`config.mk`:
```
export PLATFORM = sky130hd
export DESIGN_NAME = psi_write_unit
export DESIGN_NICKNAME = d
export VERILOG_FILES = /design/src/rtl/psi_pkg.sv /design/src/rtl/psi_decode.sv /design/src/rtl/psi_gate.sv /design/src/rtl/psi_state.sv /design/src/rtl/psi_write_unit.sv
export SDC_FILE = /design/constraint.sdc
export NUM_CORES = 1
export LEC_CHECK = 0
export BUFFER_PORTS_ARGS = -buffer_cell sky130_fd_sc_hd__buf_2
export CAP_MARGIN = 20
export CORE_MARGIN = 8
export CORE_UTILIZATION = 32
export DETAILED_ROUTE_END_ITERATION = 8
export PLACE_DENSITY = 0.65
export SYNTH_ARGS = -nofsm -noshare
export SYNTH_HDL_FRONTEND = slang
export SYNTH_SLANG_ARGS = --single-unit
```
`constraint.sdc`:
```
create_clock -name clk -period 2.1 [get_ports clk]
set_clock_uncertainty 0.05 [all_clocks]
set_input_delay 0.42 -clock clk [delete_from_list [all_inputs] [get_ports clk]]
set_output_delay 0.42 -clock clk [all_outputs]
set_load 0.02 [all_outputs]
```
`src/rtl/psi_pkg.sv`:
```
package psi_pkg;

    typedef enum logic [3:0] {
        FLD_NONE, FLD_STACK, FLD_UOVR, FLD_PNOACC, FLD_SBSAFE,
        FLD_DITIME, FLD_TAGOVR, FLD_CSREC, FLD_MSET, FLD_MCLR
    } fld_e;

    typedef enum logic [2:0] {
        ST_IDLE, ST_WROTE, ST_UNDEF, ST_TRAP, ST_REDIR
    } st_e;

    localparam int NUM_MODE = 7;
    localparam int NUM_MASK = 4;
    localparam int NUM_FEAT = NUM_MODE - 1;
    localparam int NUM_REDIR = 3;

    // mode_q bit owned by a single-bit field, or -1 for none
    function automatic int mode_bit(input fld_e f);
        case (f)
            FLD_STACK:  return 0;
            FLD_UOVR:   return 1;
            FLD_PNOACC: return 2;
            FLD_SBSAFE: return 3;
            FLD_DITIME: return 4;
            FLD_TAGOVR: return 5;
            FLD_CSREC:  return 6;
            default:    return -1;
        endcase
    endfunction

endpackage

```
`src/rtl/psi_decode.sv`:
```
module psi_decode
    import psi_pkg::*;
#(
    parameter int IW = 32
) (
    input  logic [IW-1:0]          instr,
    output logic                   hit,
    output logic [2:0]             op1,
    output logic [2:0]             op2,
    output logic [3:0]             crm,
    output logic [NUM_REDIR-1:0]   redir_sel,
    output fld_e                   fld
);
    localparam logic [12:0] HI_PAT  = 13'b1101010100000;
    localparam logic [3:0]  MID_PAT = 4'b0100;
    localparam logic [4:0]  LO_PAT  = 5'b11111;

    always_comb begin
        hit = (instr[31:19] == HI_PAT) && (instr[15:12] == MID_PAT)
              && (instr[4:0] == LO_PAT);
        op1 = instr[18:16];
        crm = instr[11:8];
        op2 = instr[7:5];
    end

    always_comb begin
        redir_sel = '0;
        if (op1 == 3'd0 && op2 < 3'd3)
            redir_sel[op2[1:0]] = 1'b1;
    end

    always_comb begin
        unique case ({op1, op2})
            6'o03:   fld = FLD_UOVR;
            6'o04:   fld = FLD_PNOACC;
            6'o05:   fld = FLD_STACK;
            6'o31:   fld = FLD_SBSAFE;
            6'o32:   fld = FLD_DITIME;
            6'o33:   fld = FLD_CSREC;
            6'o34:   fld = FLD_TAGOVR;
            6'o36:   fld = FLD_MSET;
            6'o37:   fld = FLD_MCLR;
            default: fld = FLD_NONE;
        endcase
    end
endmodule

```
`src/rtl/psi_gate.sv`:
```
module psi_gate
    import psi_pkg::*;
#(
    parameter int EL_W = 2
) (
    input  logic                 clk,
    input  logic                 rst,
    input  logic                 valid,
    input  logic                 hit,
    input  logic [2:0]           op1,
    input  logic [3:0]           crm,
    input  logic [NUM_REDIR-1:0] redir_sel,
    input  fld_e                 fld,
    input  logic [EL_W-1:0]      cur_el,
    input  logic                 secure,
    input  logic [NUM_FEAT-1:0]  feat_en,
    input  logic                 el1_aa32,
    input  logic                 el2_en,
    input  logic                 el2_aa32,
    input  logic                 host_mode,
    input  logic                 route_hyp,
    input  logic                 user_mask_ok,
    output st_e                  next_st,
    output logic [EL_W-1:0]      trap_el_n
);
    logic [EL_W-1:0] min_el;
    logic            forbid, need_sec, priv_ok, field_ok, is_mask, trap_hit;

    always_comb begin
        forbid = 1'b0;
        need_sec = 1'b0;
        unique case (op1)
            3'd3:    min_el = EL_W'(0);
            3'd4:    min_el = EL_W'(2);
            3'd5:    begin min_el = EL_W'(0); forbid = 1'b1; end
            3'd6:    min_el = EL_W'(3);
            3'd7:    begin min_el = EL_W'(1); need_sec = 1'b1; end
            default: min_el = EL_W'(1);
        endcase
        priv_ok = !forbid && (cur_el >= min_el) && (!need_sec || secure);
    end

    always_comb begin
        unique case (fld)
            FLD_STACK, FLD_MSET, FLD_MCLR: field_ok = 1'b1;
            FLD_UOVR:   field_ok = feat_en[0];
            FLD_PNOACC: field_ok = feat_en[1];
            FLD_SBSAFE: field_ok = feat_en[2];
            FLD_DITIME: field_ok = feat_en[3];
            FLD_TAGOVR: field_ok = feat_en[4];
            FLD_CSREC:  field_ok = feat_en[5] && (crm[3:1] == 3'd0);
            default:    field_ok = 1'b0;
        endcase
    end

    always_comb begin
        is_mask   = (fld == FLD_MSET) || (fld == FLD_MCLR);
        trap_hit  = is_mask && (cur_el == '0) && !el1_aa32
                    && ((el2_en && host_mode && route_hyp) || !user_mask_ok);
        trap_el_n = (el2_en && !el2_aa32 && route_hyp) ? EL_W'(2) : EL_W'(1);
    end

    always_comb begin
        next_st = ST_IDLE;
        if (valid && hit) begin
            if (|redir_sel)     next_st = ST_REDIR;
            else if (!priv_ok)  next_st = ST_UNDEF;
            else if (!field_ok) next_st = ST_UNDEF;
            else if (trap_hit)  next_st = ST_TRAP;
            else                next_st = ST_WROTE;
        end
    end

    // reserved op1 never commits or traps
    p_reserved_op1_r5: assert property (@(posedge clk) disable iff (rst)
        (valid && hit && op1 == 3'd5) |-> (next_st == ST_UNDEF));
    // traps only originate at level 0
    p_trap_level0_r11: assert property (@(posedge clk) disable iff (rst)
        (next_st == ST_TRAP) |-> (cur_el == '0));
    // non-candidate words produce no outcome
    p_quiet_nonmatch_r2: assert property (@(posedge clk) disable iff (rst)
        (!valid || !hit) |-> (next_st == ST_IDLE));
endmodule

```
`src/rtl/psi_state.sv`:
```
module psi_state
    import psi_pkg::*;
#(
    parameter int EL_W = 2
) (
    input  logic                 clk,
    input  logic                 rst,
    input  st_e                  next_st,
    input  fld_e                 fld,
    input  logic [3:0]           crm,
    input  logic [EL_W-1:0]      trap_el_n,
    input  logic [NUM_REDIR-1:0] redir_sel,
    output logic [NUM_MASK-1:0]  mask_q,
    output logic [NUM_MODE-1:0]  mode_q,
    output logic                 undef_o,
    output logic                 trap_o,
    output logic [EL_W-1:0]      trap_el_o,
    output logic [NUM_REDIR-1:0] redir_o
);
    st_e                  st_q;
    logic [EL_W-1:0]      tel_q;
    logic [NUM_REDIR-1:0] rsel_q;
    logic [NUM_MODE-1:0]  mode_n;
    logic [NUM_MASK-1:0]  mask_n;
    logic                 commit;

    assign commit = (next_st == ST_WROTE);

    for (genvar k = 0; k < NUM_MODE; k++) begin : g_mode
        assign mode_n[k] = (commit && mode_bit(fld) == k) ? crm[0] : mode_q[k];
    end

    always_comb begin
        mask_n = mask_q;
        if (commit && fld == FLD_MSET) mask_n = mask_q | crm[NUM_MASK-1:0];
        if (commit && fld == FLD_MCLR) mask_n = mask_q & ~crm[NUM_MASK-1:0];
    end

    // state register
    always_ff @(posedge clk) begin
        if (rst) begin
            st_q   <= ST_IDLE;
            tel_q  <= '0;
            rsel_q <= '0;
            mask_q <= '1;
            mode_q <= '0;
        end else begin
            st_q   <= next_st;
            tel_q  <= trap_el_n;
            rsel_q <= redir_sel;
            mask_q <= mask_n;
            mode_q <= mode_n;
        end
    end

    // outputs decoded from the state
    always_comb begin
        undef_o   = 1'b0;
        trap_o    = 1'b0;
        trap_el_o = '0;
        redir_o   = '0;
        unique case (st_q)
            ST_UNDEF: undef_o = 1'b1;
            ST_TRAP:  begin trap_o = 1'b1; trap_el_o = tel_q; end
            ST_REDIR: redir_o = rsel_q;
            default:  ;
        endcase
    end


    p_reset_vals_r1: assert property (@(posedge clk)
        rst |=> (mask_q == '1 && mode_q == '0 && !undef_o && !trap_o && redir_o == '0));
    // no flag movement on a non-write outcome
    p_hold_flags_r13: assert property (@(posedge clk) disable iff (rst)
        (undef_o || trap_o || (|redir_o)) |-> (mask_q == $past(mask_q) && mode_q == $past(mode_q)));
    // exclusive pulses
    p_one_pulse_r13: assert property (@(posedge clk) disable iff (rst)
        $onehot0({undef_o, trap_o, |redir_o}) && $onehot0(redir_o));
    // mask set leaves every requested bit high
    p_mask_set_r10: assert property (@(posedge clk) disable iff (rst)
        (commit && fld == FLD_MSET) |=> ((mask_q & $past(crm)) == $past(crm)));
    // mask clear leaves every requested bit low
    p_mask_clr_r10: assert property (@(posedge clk) disable iff (rst)
        (commit && fld == FLD_MCLR) |=> ((mask_q & $past(crm)) == '0));
endmodule

```
`src/rtl/psi_write_unit.sv`:
```
module psi_write_unit
    import psi_pkg::*;
#(
    parameter int          EL_W       = 2,
    parameter int          CLASS_W    = 6,
    parameter logic [5:0]  TRAP_CLASS = 6'h18
) (
    input  logic                  clk,
    input  logic                  rst,
    input  logic                  instr_valid,
    input  logic [31:0]           instr,
    input  logic [EL_W-1:0]       cur_el,
    input  logic                  secure,
    input  logic [5:0]            feat_en,
    input  logic                  el1_aa32,
    input  logic                  el2_en,
    input  logic                  el2_aa32,
    input  logic                  host_mode,
    input  logic                  route_hyp,
    input  logic                  user_mask_ok,
    output logic [3:0]            mask_q,
    output logic [6:0]            mode_q,
    output logic                  undef_o,
    output logic                  trap_o,
    output logic [EL_W-1:0]       trap_el_o,
    output logic [CLASS_W-1:0]    trap_class_o,
    output logic [2:0]            redir_o
);
    logic                 hit;
    logic [2:0]           op1, op2;
    logic [3:0]           crm;
    logic [NUM_REDIR-1:0] redir_sel;
    fld_e                 fld;
    st_e                  next_st;
    logic [EL_W-1:0]      trap_el_n;

    psi_decode #(.IW(32)) u_dec (
        .instr(instr), .hit(hit), .op1(op1), .op2(op2), .crm(crm),
        .redir_sel(redir_sel), .fld(fld)
    );

    psi_gate #(.EL_W(EL_W)) u_gate (
        .clk(clk), .rst(rst), .valid(instr_valid), .hit(hit), .op1(op1),
        .crm(crm), .redir_sel(redir_sel), .fld(fld), .cur_el(cur_el),
        .secure(secure), .feat_en(feat_en), .el1_aa32(el1_aa32),
        .el2_en(el2_en), .el2_aa32(el2_aa32), .host_mode(host_mode),
        .route_hyp(route_hyp), .user_mask_ok(user_mask_ok),
        .next_st(next_st), .trap_el_n(trap_el_n)
    );

    psi_state #(.EL_W(EL_W)) u_state (
        .clk(clk), .rst(rst), .next_st(next_st), .fld(fld), .crm(crm),
        .trap_el_n(trap_el_n), .redir_sel(redir_sel), .mask_q(mask_q),
        .mode_q(mode_q), .undef_o(undef_o), .trap_o(trap_o),
        .trap_el_o(trap_el_o), .redir_o(redir_o)
    );

    assign trap_class_o = trap_o ? CLASS_W'(TRAP_CLASS) : '0;

    // trap target is always level 1 or 2
    p_trap_target_r12: assert property (@(posedge clk) disable iff (rst)
        trap_o |-> (trap_el_o == EL_W'(1) || trap_el_o == EL_W'(2)));
endmodule

```
Word level (Yosys, flattened, before mapping)
Memory sizes are Yosys's and may differ from the RTL's.
Index checks and enable logic that the tools add are counted.
{"block": "word_totals", "reg_bits": 19, "latchBits": 0, "mem_bits_rw": 0, "mem_bits_ro": 128, "input_bits": 50, "mem_count": 1}
{"memory": "(no name shown)", "depth": 32, "word_bits": 4, "rd": 1, "rd_ports_with_merged_regs": 0, "write_ports": 0, "line": "psi_decode.sv:33", "rtl": "unique case ({op1, op2})"}
{"block": "op_classes", "add_sub_neg": 0, "mul": 0, "n_div": 0, "n_lt_le_gt_ge": 4, "n_eq_ne": 27, "shift": 0, "mux": 22, "bitwise_logic": 3, "reduce_logical": 40}
{"operator": "one-hot mux 32 bit (7 select lines)", "n": 1}
{"operator": "== test 32 x 4 -> 1 bit (second input constant)", "n": 3}
{"operator": "== test 32 x 3 -> 1 bit (second input constant)", "n": 2}
{"operator": "== test 32 x 2 -> 1 bit (second input constant)", "n": 1}
{"operator": "zero test 32 bit", "n": 1}
{"operator": "logical AND 1 bit", "n": 24}
{"operator": "== test 4 x 3 -> 1 bit (second input constant)", "n": 5}
{"operator": "two-way mux 3 bit", "n": 6}
{"operator": "== test 3 bit (second input constant)", "n": 5}
{"operator": "== test 13 bit (second input constant)", "n": 1}
{"operator": "two-way mux 4 bit", "n": 3}
{"operator": "== test 3 x 2 -> 1 bit (second input constant)", "n": 3}
{"operator": "== test 4 x 2 -> 1 bit (second input constant)", "n": 2}
{"operator": "== test 4 bit (second input constant)", "n": 2}
{"operator": "one-hot mux 1 bit (7 select lines)", "n": 1}
{"operator": "zero test 3 bit", "n": 2}
{"operator": "two-way mux 2 bit", "n": 3}
{"operator": "one-hot mux 2 bit (3 select lines)", "n": 1}
{"operator": "OR reduction 3 bit", "n": 2}
{"operator": "== test 5 bit (second input constant)", "n": 1}
{"operator": "zero test 1 bit", "n": 5}
{"operator": "two-way mux 1 bit", "n": 5}
{"operator": "two-way mux 5 bit", "n": 1}
{"operator": "AND 4 bit", "n": 1}
{"operator": "other kinds (13)", "n": 15}

Depth between registers and ports, before layout
An unclocked memory read counts as a cell.
{"block": "logic_depth", "word_depth": 16, "depth_mapped": 10, "depth_no_buf": 9}

By module
A second synthesis with hierarchy kept.
{"block": "unflattened", "cells_unflattened": 162, "area_unflattened_um2": 1365.1}
{"mod": "psi_state", "instances": 1, "cells_each": 83, "area_each_um2": 840.8, "seq_area_each_um2": 380.4}
{"mod": "psi_decode", "instances": 1, "cells_each": 37, "area_each_um2": 249.0, "seq_area_each_um2": 0.0}
{"mod": "psi_gate", "instances": 1, "cells_each": 35, "area_each_um2": 226.5, "seq_area_each_um2": 0.0}
{"mod": "psi_write_unit", "instances": 1, "cells_each": 7, "area_each_um2": 48.8, "seq_area_each_um2": 0.0}

Worst setup path after synthesis
Ideal clock, no wire load.
{"block": "synth_path", "path_type": "input port to flip-flop", "from": "input instr[16]", "to": "register with a tool-made name", "setup_ns": 0.135, "arrival_ns": 2.029, "slack_ns": -0.114, "stages": 10, "path_buffers": 1, "path_cell_list": "buf_2 > and3b_1 > a21oi_1 > ha_1 > nand2b_1 > a21oi_1 > and4bb_2 > and4_1 > nor3_1 > a21oi_1"}
{"element": "from (decl)", "line": "psi_write_unit.sv:11", "rtl": "input logic [31:0] instr,"}

Worst setup path in the final report
{"block": "layout_path", "from": "input instr[21]", "to": "register u_state.mode_q[4]"}
{"block": "layout_between", "elab_chain_len": 7}
{"element": "== test 13 bit", "line": "psi_decode.sv:19", "rtl": "hit = (instr[31:19] == HI_PAT) && (instr[15:12] == MID_PAT)"}
{"element": "logical AND 1 bit", "line": "psi_decode.sv:19"}
{"element": "logical AND 1 bit", "line": "psi_decode.sv:20", "rtl": "&& (instr[4:0] == LO_PAT);"}
{"element": "logical AND 1 bit", "line": "psi_gate.sv:65", "rtl": "if (valid && hit) begin"}
{"element": "two-way mux 3 bit", "line": "psi_gate.sv:65"}
{"element": "== test 3 x 1 -> 1 bit", "line": "psi_state.sv:27", "rtl": "assign commit = (next_st == ST_WROTE);"}
{"element": "logical AND 1 bit", "line": "psi_state.sv:30", "rtl": "assign mode_n[k] = (commit && mode_bit(fld) == k) ? crm[0] : mode_q[k];"}
{"element": "to (signal assigned)", "line": "psi_state.sv:52", "rtl": "mode_q <= mode_n;"}
{"element": "to (decl)", "line": "psi_state.sv:14", "rtl": "output logic [NUM_MODE-1:0] mode_q,"}
No other way between the ends.
A chain may end at the register's enable or synchronous reset.

==> summary.txt <==
Run status
  – Outcome: finished, final reports clean

Worst setup path
  – Slowest-stage cell, CP: or4_1
  – Reg2Reg Depth: 3
  – RR Endpoint: u_state.mode_q[6]
  – Critical path cell sequence: buf_2 -> or4_1 -> nor3_1 -> and3_4 -> nand4_1 -> or3_4 -> a21oi_2
  – Delay-heaviest family, CP: simple AND/OR/NAND/NOR gates
  – R2r setup slk: 1.34 ns
  – Max incr delay on CP: 0.55 ns
  – Crit path from: instr[21]
  – Worst R2R Start: u_state.mode_q[6]
  – CP Launch Type: input port
  – WS Path Type: input port to flip-flop
  – Crit end category: flip-flop
  – Worst path bufs/invs: 1
  – CP required: 2.24 ns
  – Worst Path Arrival: 2.20 ns
  – Critical Path Fanout Max: 5
  – CP Depth: 7
  – Crit path capture: u_state.mode_q[4]

Die
  – IO Pins: 74
  – Starting Density: 0.330
  – Die ar.: 6850 µm²
  – Die Wd: 82.8 µm
  – Site row count: 24
  – Core region area: 4320 µm²
  – Die H: 82.8 µm

Clock tree
  – CTS tree: yes
  – H-tree depth: 1
  – Clk pin slew, worst setup/hold paths: 0.07 ns
  – Clock Latency Late Sink: 0.25 ns
  – Number of buffers created by CTS: 3
  – CTS sink count: 19
  – Clock Path Buffers: 2
  – CTS root buf: clkbuf_8
  – Hold-fix buffers, CTS: 0

Synthesis
  – Post-synth EDFFs: 0
  – Post-synthesis cell type count: 55
  – Avg Cell Area, Syn: 8.15 µm²
  – Netlist Area Pre-Place: 1430 µm²
  – Ys Warns: 0
  – Post-synthesis sequential area ratio: 0.267
  – Post-synth ARST share: 0
  – Ys flop type: dfxtp_1
  – Cells after Synth: 175
  – Synthesis-stage register bit count: 19

Detailed routing
  – Initial DRC count: 34
  – DRT Pass-1 Iters: 5
  – Final wirelength: 4400 µm
  – Remaining antenna violation count after routing: 0
  – Vias after detailed routing: 1,644
  – Routed len/inst: 13.6 µm
  – Residual DRC: 0
  – Vias per cell: 5.09

Placed design
  – Detailed Place HPWL: 3620 µm
  – Dpl cell area: 2040 µm²
  – Port Buffers: 69
  – RD Place Congestion: 0.806

Finish
  – # diodes: 0
  – Final Cell Area: 2190 µm²
  – Most frequent cells in the layout: buf_2, buf_4, dfxtp_1, a21oi_1, nor3_1
  – Commonest non-fill, non-tap cell in the layout: buf_2
  – Nets@finish: 324
  – Layout cells sized above 1: 0.487
  – Filler cells: 427
  – P&R area growth vs syn: 53.2%

Global routing
  – Total global routing overflow: 0
  – First-pass GRT wire length: 6900 µm
  – Initial antenna violation count: 0
  – GRT Total Usage: 0.124
  – Vias in the first global route: 1,656
  – Largest net degree at the start of global routing: 20

Timing
  – Setup Viol. Count Final: 0
  – Fmax: 486 MHz
  – Fin. max-slew vios: 0
  – Sum of negative setup slack: 0 ns
  – Final period utilization: 0.979
  – RSZ-0062 raised after global routing: yes
  – Final min period: 2.06 ns
  – Hold Violations, Final: 0

Pwr
  – VDD IR max: 0.299 mV
  – PD cells: 382 nW/µm²
  – Lkg Pwr: 1.00 nW

Min path
  – Min-Delay Path Depth: 2
  – Hold WC Path Type: input port to flip-flop

Flow run
  – Maximum Capacitance Violations: 0
[cell type report]
| type | instances | area, µm² | share of cell area |
|---|---|---|---|
| Multi-Input combinational cell | 137 | 1010 | 0.464 |
| Timing Repair Buffer | 105 | 657 | 0.301 |
| Clock buffer | 3 | 41.3 | 0.0189 |
| Clock inverter | 1 | 5.00 | 0.00229 |
| Inverter | 6 | 22.5 | 0.0103 |
| Sequential cell | 19 | 380 | 0.174 |
| Tap cell | 52 | 65.1 | 0.0298 |
[cell usage after synthesis, drive strengths merged (2+ instances only)]
library cell / number / area, µm²
inv: 6 / 22.5
a21oi: 15 / 78.8
and3b: 4 / 35.0
o211ai: 2 / 15.0
a21boi: 2 / 15.0
or4b: 2 / 23.8
ha: 2 / 25.0
a32oi: 2 / 17.5
nand3: 5 / 25.0
nor4: 2 / 27.5
nor4b: 4 / 50.1
nor2b: 2 / 12.5
or3b: 2 / 17.5
buf: 12 / 85.1
and2: 7 / 45.1
dfxtp: 19 / 380
o21ai: 8 / 40.0
nor2: 9 / 33.8
nand2: 8 / 30.0
nor3: 11 / 55.1
o41ai: 2 / 17.5
and3: 5 / 31.3
nor3b: 7 / 52.6
and4: 4 / 35.0
nand4: 5 / 31.3
clkbuf: 4 / 15.0
nand2b: 5 / 31.3
[metal layers]
metal	track usage	wire, µm	vias up
li1	-	-	841
met1	0.143	1820	741
met2	0.219	2070	57
met3	0.0400	482	5
met4	0.0259	18	0
met5	0	0	-
[stage by stage]
stage	std cells	util	hold WS, ns	power (mW)	setup slack [ns]
floorplan	178	-	0.448	0.476	-0.0492
global placement	317	0.472	0.408	0.577	-0.250
detailed placement	317	0.472	0.417	0.578	-0.280
CTS	321	0.483	0.280	0.827	0.00628
global route	323	0.505	0.306	0.880	-0.0216
finish	323	0.505	0.286	0.834	0.0440
[report_power, final]
| part | leakage, nW | internal (mW) | switching, mW | total (mW) |
|---|---|---|---|---|
| Combinational | 0.825 | 0.115 | 0.109 | 0.224 |
| Sequential | 0.154 | 0.362 | 0.000316 | 0.363 |
| Clock | 0.0255 | 0.132 | 0.115 | 0.247 |
| Total | 1.00 | 0.609 | 0.225 | 0.834 |
[timing repair]
action | 4_1_cts | 5_1_grt
pin swaps | 0 | 6
buffers inserted | 0 | 2
endpoints found under the setup margin | 1 | 10
gates resized for setup | 1 | 19
cloned | 0 | 0
[worst min-delay path by stage]
stage,from,endpoint,slack (ns)
2_1_floorplan,el2_aa32,u_state.tel_q[1],0.45
3_3_place_gp,u_state.mode_q[1],u_state.mode_q[1],0.41
3_5_place_dp,u_state.mode_q[1],u_state.mode_q[1],0.42
4_1_cts,el2_aa32,u_state.tel_q[1],0.28
5_1_grt,el2_aa32,u_state.tel_q[1],0.31
6_report,el2_aa32,u_state.tel_q[1],0.29
[cell families after synthesis]
group           synth area share
simple gates               0.405
compound gates             0.215
other cells              0.00263
fa+ha+maj                 0.0175
flops                      0.267
mux                      0.00702
buf+inv                   0.0860
(Power assumes the default switching activity.)
